--- src/rtl/sreg_pkg.sv ---
package sreg_pkg;

    typedef enum logic [1:0] {
        ST_IDLE    = 2'd0,
        ST_SR_CYC  = 2'd1,
        ST_ARR_CYC = 2'd2
    } wstate_e;

    typedef enum logic [2:0] {
        C_NONE = 3'd0,
        C_WRDI = 3'd1,
        C_WREN = 3'd2,
        C_WRSR = 3'd3,
        C_WR   = 3'd4
    } wcmd_e;

    typedef struct packed {
        logic       lock;
        logic [1:0] bp;
    } nv_bits_t;

endpackage

--- src/rtl/sreg_cycle_timer.sv ---
module sreg_cycle_timer #(
    parameter int LEN = 500000
) (
    input  logic clk,
    input  logic rst_n,
    input  logic run,
    output logic done
);
    localparam int CNT_W = (LEN > 2) ? $clog2(LEN) : 1;
    localparam logic [CNT_W-1:0] LAST = CNT_W'(LEN - 1);

    logic [CNT_W-1:0] cnt_q;

    assign done = run && (cnt_q == LAST);

    always_ff @(posedge clk) begin
        if (!rst_n || !run || done) begin
            cnt_q <= '0;
        end else begin
            cnt_q <= cnt_q + 1'b1;
        end
    end

    // the count never passes the last cycle of the window
    assert_cnt_bound_R5: assert property (@(posedge clk) disable iff (!rst_n)
        cnt_q <= LAST);

    // an idle timer sits at zero one edge later
    assert_cnt_idle_R5: assert property (@(posedge clk) disable iff (!rst_n)
        !run |=> cnt_q == '0);

endmodule

--- src/rtl/sreg_region_guard.sv ---
module sreg_region_guard #(
    parameter int ADDR_W = 13
) (
    input  logic [1:0]        bp,
    input  logic [ADDR_W-1:0] addr,
    output logic              prot
);
    logic top_half;
    logic top_quarter;

    assign top_half    = addr[ADDR_W-1];
    assign top_quarter = addr[ADDR_W-1] & addr[ADDR_W-2];

    always_comb begin
        unique case (bp)
            2'b00:   prot = 1'b0;
            2'b01:   prot = top_quarter;
            2'b10:   prot = top_half;
            default: prot = 1'b1;
        endcase
    end

endmodule

--- src/rtl/sreg_wprot.sv ---
module sreg_wprot
    import sreg_pkg::*;
#(
    parameter int       DEPTH   = 8192,
    parameter int       PAGE    = 32,
    parameter int       CYC_LEN = 500000,
    parameter bit [2:0] NV_INIT = 3'b000,
    localparam int      ADDR_W  = $clog2(DEPTH),
    localparam int      LEN_W   = $clog2(PAGE) + 1
) (
    input  logic              clk,
    input  logic              rst_n,
    input  logic              wp_n,
    input  logic              wren_i,
    input  logic              wrdi_i,
    input  logic              wrsr_i,
    input  logic [7:0]        wrsr_data,
    input  logic              wr_i,
    input  logic [ADDR_W-1:0] wr_addr,
    input  logic [LEN_W-1:0]  wr_len,
    output logic [7:0]        status_o,
    output logic              arr_go_o
);
    wstate_e  st_q, st_d;
    wcmd_e    cmd;
    nv_bits_t nv_q = nv_bits_t'(NV_INIT);
    nv_bits_t nv_pend_q;
    logic     wel_q;
    logic     go_q;
    logic     wip;
    logic     cyc_done;
    logic     addr_prot;
    logic     hw_lock;
    logic     sr_ok;
    logic     wr_ok;

    assign wip     = (st_q != ST_IDLE);
    assign hw_lock = nv_q.lock & ~wp_n;

    sreg_cycle_timer #(.LEN(CYC_LEN)) u_timer (
        .clk  (clk),
        .rst_n(rst_n),
        .run  (wip),
        .done (cyc_done)
    );

    sreg_region_guard #(.ADDR_W(ADDR_W)) u_guard (
        .bp  (nv_q.bp),
        .addr(wr_addr),
        .prot(addr_prot)
    );

    // one command per cycle, nothing while a cycle runs
    always_comb begin
        if (wip)         cmd = C_NONE;
        else if (wrdi_i) cmd = C_WRDI;
        else if (wren_i) cmd = C_WREN;
        else if (wrsr_i) cmd = C_WRSR;
        else if (wr_i)   cmd = C_WR;
        else             cmd = C_NONE;
    end

    assign sr_ok = (cmd == C_WRSR) && wel_q && !hw_lock;
    assign wr_ok = (cmd == C_WR) && wel_q && !addr_prot && (wr_len != '0);

    always_comb begin
        st_d = st_q;
        unique case (st_q)
            ST_IDLE: begin
                if (sr_ok)      st_d = ST_SR_CYC;
                else if (wr_ok) st_d = ST_ARR_CYC;
            end
            ST_SR_CYC:  if (cyc_done) st_d = ST_IDLE;
            ST_ARR_CYC: if (cyc_done) st_d = ST_IDLE;
            default:    st_d = ST_IDLE;
        endcase
    end

    always_ff @(posedge clk) begin
        if (!rst_n) st_q <= ST_IDLE;
        else        st_q <= st_d;
    end

    always_ff @(posedge clk) begin
        if (!rst_n) begin
            wel_q     <= 1'b0;
            go_q      <= 1'b0;
            nv_pend_q <= '0;
        end else begin
            go_q <= wr_ok;
            if (cmd == C_WREN) wel_q <= 1'b1;
            if (cmd == C_WRDI) wel_q <= 1'b0;
            if (wip && cyc_done) wel_q <= 1'b0;
            if (sr_ok) nv_pend_q <= '{lock: wrsr_data[7], bp: wrsr_data[3:2]};
        end
    end

    // retained bits: no reset, new value only when a status cycle ends
    always_ff @(posedge clk) begin
        if (rst_n && st_q == ST_SR_CYC && cyc_done) nv_q <= nv_pend_q;
    end

    assign status_o = {nv_q.lock, 3'b000, nv_q.bp, wel_q, wip};
    assign arr_go_o = go_q;

    // a cycle only starts if the latch was set when it was accepted
    assert_start_wel_R4: assert property (@(posedge clk) disable iff (!rst_n)
        $rose(wip) |-> $past(wel_q));

    // the latch is down whenever a cycle has just ended
    assert_end_clears_wel_R5: assert property (@(posedge clk) disable iff (!rst_n)
        $fell(wip) |-> !wel_q);

    // retained bits move only on the closing edge of a status cycle
    assert_nv_hold_R6: assert property (@(posedge clk) disable iff (!rst_n)
        !(st_q == ST_SR_CYC && cyc_done) |=> $stable(nv_q));

    // a grant never follows a protected start address
    assert_go_unprot_R8: assert property (@(posedge clk) disable iff (!rst_n)
        arr_go_o |-> $past(!addr_prot));

    // a status cycle never starts under the pin lock
    assert_lock_R9: assert property (@(posedge clk) disable iff (!rst_n)
        (st_q == ST_SR_CYC && $past(st_q) == ST_IDLE) |-> $past(!(nv_q.lock && !wp_n)));

    // the latch holds still inside a running cycle
    assert_busy_wel_R10: assert property (@(posedge clk) disable iff (!rst_n)
        (wip && !cyc_done) |=> $stable(wel_q));

endmodule

--- config.mk ---
export PLATFORM = sky130hd
export DESIGN_NAME = sreg_wprot
export DESIGN_NICKNAME = d
export VERILOG_FILES = /design/src/rtl/sreg_pkg.sv /design/src/rtl/sreg_cycle_timer.sv /design/src/rtl/sreg_region_guard.sv /design/src/rtl/sreg_wprot.sv
export SDC_FILE = /design/constraint.sdc
export NUM_CORES = 1
export LEC_CHECK = 0
export BUFFER_PORTS_ARGS = -buffer_cell sky130_fd_sc_hd__buf_2
export CORE_ASPECT_RATIO = 0.7
export CORE_UTILIZATION = 40
export DETAILED_ROUTE_END_ITERATION = 10
export PLACE_DENSITY_LB_ADDON = 0.15
export SETUP_SLACK_MARGIN = 0.4
export SYNTH_ARGS = -nofsm -noshare
export SYNTH_HDL_FRONTEND = slang
export SYNTH_HIERARCHICAL = 1
export SYNTH_SLANG_ARGS = --single-unit
--- constraint.sdc ---
create_clock -name clk -period 4.6 [get_ports clk]
set_input_delay 0.69 -clock clk [delete_from_list [all_inputs] [get_ports clk]]
set_output_delay 0.69 -clock clk [all_outputs]
set_load 0.05 [all_outputs]
==> impl_metrics.py <==
metrics = {
    "run_status": {
        "status": "completed",
    },
    "clock_tree": {
        "cts_buffer_depth": 2,
        "clock-sinks": 29,
        "clock_insertion_delay_worst_skew_ns": 0.28,
        "ctsResizeCount": 0,
        "htreeDepth": 2,
        "cts_hold_buffers": 0,
        "path_clk_slew_ns": 0.06,
        "cts_tree": "built",
        "cts_setup_buffers": 0,
        "numCtsBuffers": 5,
        "cts_root_buf": "clkbuf_8",
    },
    "setup_path": {
        "path_max_fanout": 17,
        "slowest_delay_ns": 0.60,
        "cp.required_ns": 4.74,
        "r2r_end": "u_timer/cnt_q[15]$_SDFF_PP0_",
        "crit_chain": "inv_1, ha_1, inv_1, nand4b_1, or3_1, o21bai_2, nor2_1",
        "reg2reg_from": "st_q[0]$_SDFFE_PN0P_",
        "crit_arrival_ns": 2.31,
        "reg2regPathDepth": 7,
        "crit_top_cell": "inv_1",
        "critPathCapture": "u_timer/cnt_q[15]$_SDFF_PP0_",
        "critPathSlowestCell": "o21bai_2",
        "worst-setup-path-type": "flop to flop",
        "cp_num_buf_inv": 2,
        "critical-path-top-delay-family": "compound AO/OA/AOI/OAI gates",
        "rrSetupSlack_ns": 2.43,
        "crit_cells": 7,
        "crit_start": "st_q[0]$_SDFFE_PN0P_",
        "end_kind": "flop",
        "start_kind": "flop",
    },
    "die": {
        "dieWidth_microns": 72.5,
        "die_h_microns": 51.4,
        "rows": 17,
        "ios": 43,
        "start_util_pct": 43.1,
        "coreArea_sq_um": 3230,
        "dieArea_sq_um": 3730,
    },
    "yosys": {
        "synth_cells": 151,
        "avgSynthCellArea_sq_um": 9.22,
        "yosys_warnings": 6,
        "synth-seq-area-share_pct": 43.8,
        "netlist_top_cells_area": "dfxtp_1 37%, xnor2_1 6.9%, edfxtp_1 6.5%",
        "synth_top_area_cell": "dfxtp_1",
        "async_flop_share_pct": 0,
        "synth.distinct_cells": 41,
        "synth_area_sq_um": 1390,
        "synth_edf_count": 3,
        "synth-seq-cells": 29,
        "synth_top_flop_cell": "dfxtp_1",
        "synth_top_area_share_pct": 37.4,
    },
    "sta": {
        "slew_viol_final": 0,
        "fin_crit_ns": 2.17,
        "final_hold_viol_count": 0,
        "skew_ns": 0.00225,
        "worstMarginPinSlew_ns": 0.705,
        "max_freq_ghz": 0.461,
        "setup_tns_ns": 0,
        "finalSetupViolCount": 0,
        "period_share_pct": 47.2,
        "slew_headroom_pct": 52.9,
        "rsz0062_at_grt": "no",
    },
    "global_routing": {
        "antenna_found_initial": 0,
        "grt_overflow_total": 0,
        "grt_max_degree": 18,
        "track_usage_pct": 17.5,
        "grt_pass1_wl_microns": 4750,
        "grt_pass1_vias": 1090,
    },
    "finish": {
        "nets": 213,
        "antenna_cells": 0,
        "syn_to_final_growth_pct": 15.5,
        "fin_area_sq_um": 1610,
        "final_common_cell": "dfxtp_1",
        "layout-drive-gt1-share_pct": 22.0,
        "layout_common_cells": "26 x dfxtp_1, 23 x buf_2, 21 x nor2_1",
    },
    "drt": {
        "wl_per_cell_microns": 12.2,
        "routed_wl_microns": 2730,
        "drc_errors": 0,
        "vias_per_cell": 4.96,
        "vias": 1111,
        "dr.pass1.iters": 4,
        "postRouteAntennaNets": 0,
        "first_iter_violations": 48,
    },
    "min_path": {
        "hold_path_class": "flop to flop",
    },
    "flow_run": {
        "maxCapViolCount": 0,
    },
    "power": {
        "power_density_nw_per_um2": 300,
        "power.leakage_nw": 0.578,
        "ir_drop_v": 0.000159,
    },
    "placed_design": {
        "post_dp_cell_area_sq_um": 1530,
        "place_congestion": 0.753,
        "port_buffers": 23,
        "dp_hpwl_microns": 2060,
    },
}
==> where the power goes <==
part	leakage, nW	internal [mW]	total (mW)	switching [mW]
sequential	0.233	0.256	0.256	0.000640
clock	0.0450	0.105	0.203	0.0980
combinational	0.299	0.00880	0.0229	0.0141
==> sequential cells by signal, summed over array words and instances, names as in the netlist <==
register,flops
u_timer/cnt_q,19
nv_pend_q,3
status_o,3
st_q,2
arr_go_o,1
wel_q,1
==> cell usage after synthesis, types with 2 or more instances <==
library cell  count
or4_1             2
nor3_1            3
nand2b_1          2
ha_1              3
nand2_1           9
edfxtp_1          3
nor4_1            6
nand4_1           6
a21oi_1           2
buf_4             5
xor2_1            4
inv_1             9
o21ai_0           2
nor2b_1           4
xnor2_1          11
or3_1             2
buf_2             2
nor2_1           21
dfxtp_1          26
nand3_1           5
mux2i_1           4
==> logic make-up (layout without fill, tap and decap cells) <==
group	Yosys count	count (layout)	synth area share, %
DFF	29	29	43.8
muxes	4	4	2.88
adders and majority gates	3	3	2.70
AOI/OAI and AO/OA	12	12	6.29
buffers and inverters	16	40	5.84
other	1	3	0.269
xor gates and xnor gates	15	15	9.43
and+or+nand+nor	71	71	28.8
==> worst min-delay path by stage <==
stage,startpoint,to,slack [ns],depth (start not counted)
floorplan,nv_pend_q[0]$_SDFFE_PN0P_,status_o[2]$_DFFE_PP_,0.41,0
global placement,nv_pend_q[0]$_SDFFE_PN0P_,status_o[2]$_DFFE_PP_,0.41,0
detailed placement,nv_pend_q[2]$_SDFFE_PN0P_,status_o[7]$_DFFE_PP_,0.42,0
CTS,nv_pend_q[2]$_SDFFE_PN0P_,status_o[7]$_DFFE_PP_,0.43,0
global route,nv_pend_q[1]$_SDFFE_PN0P_,status_o[3]$_DFFE_PP_,0.45,0
finish,nv_pend_q[2]$_SDFFE_PN0P_,status_o[7]$_DFFE_PP_,0.43,0
==> per-layer routing <==
| layer | vias up | track usage (%) | wire length, microns |
|---|---|---|---|
| met4 | 0 | 9.80 | 74 |
| met3 | 8 | 5.52 | 98 |
| met5 | - | 0 | 0 |
| li1 | 563 | - | - |
| met1 | 526 | 21.3 | 1370 |
| met2 | 14 | 27.6 | 1190 |
==> metrics by stage <==
step	std cells	power (mW)	setup WS (ns)	hold slack (ns)	utilization [%]
after floorplan	153	0.278	2.74	0.408	-
after global placement	216	0.284	2.45	0.410	47.2
after detailed placement	216	0.285	2.43	0.418	47.2
after CTS	224	0.488	2.40	0.433	49.8
after global routing	224	0.500	2.23	0.447	49.8
final	224	0.482	2.43	0.434	49.8
==> area by class of cell <==
cell class                      count  area (sq um)
Clock inverter                      2          10.0
Multi-Input combinational cell    108           708
Inverter                            9          33.8
Clock buffer                        6          72.6
Timing Repair Buffer               23           115
Sequential cell                    29           611
Tap cell                           47          58.8
Fill cell                         331          1620
Power figures use the tool's default switching activity.
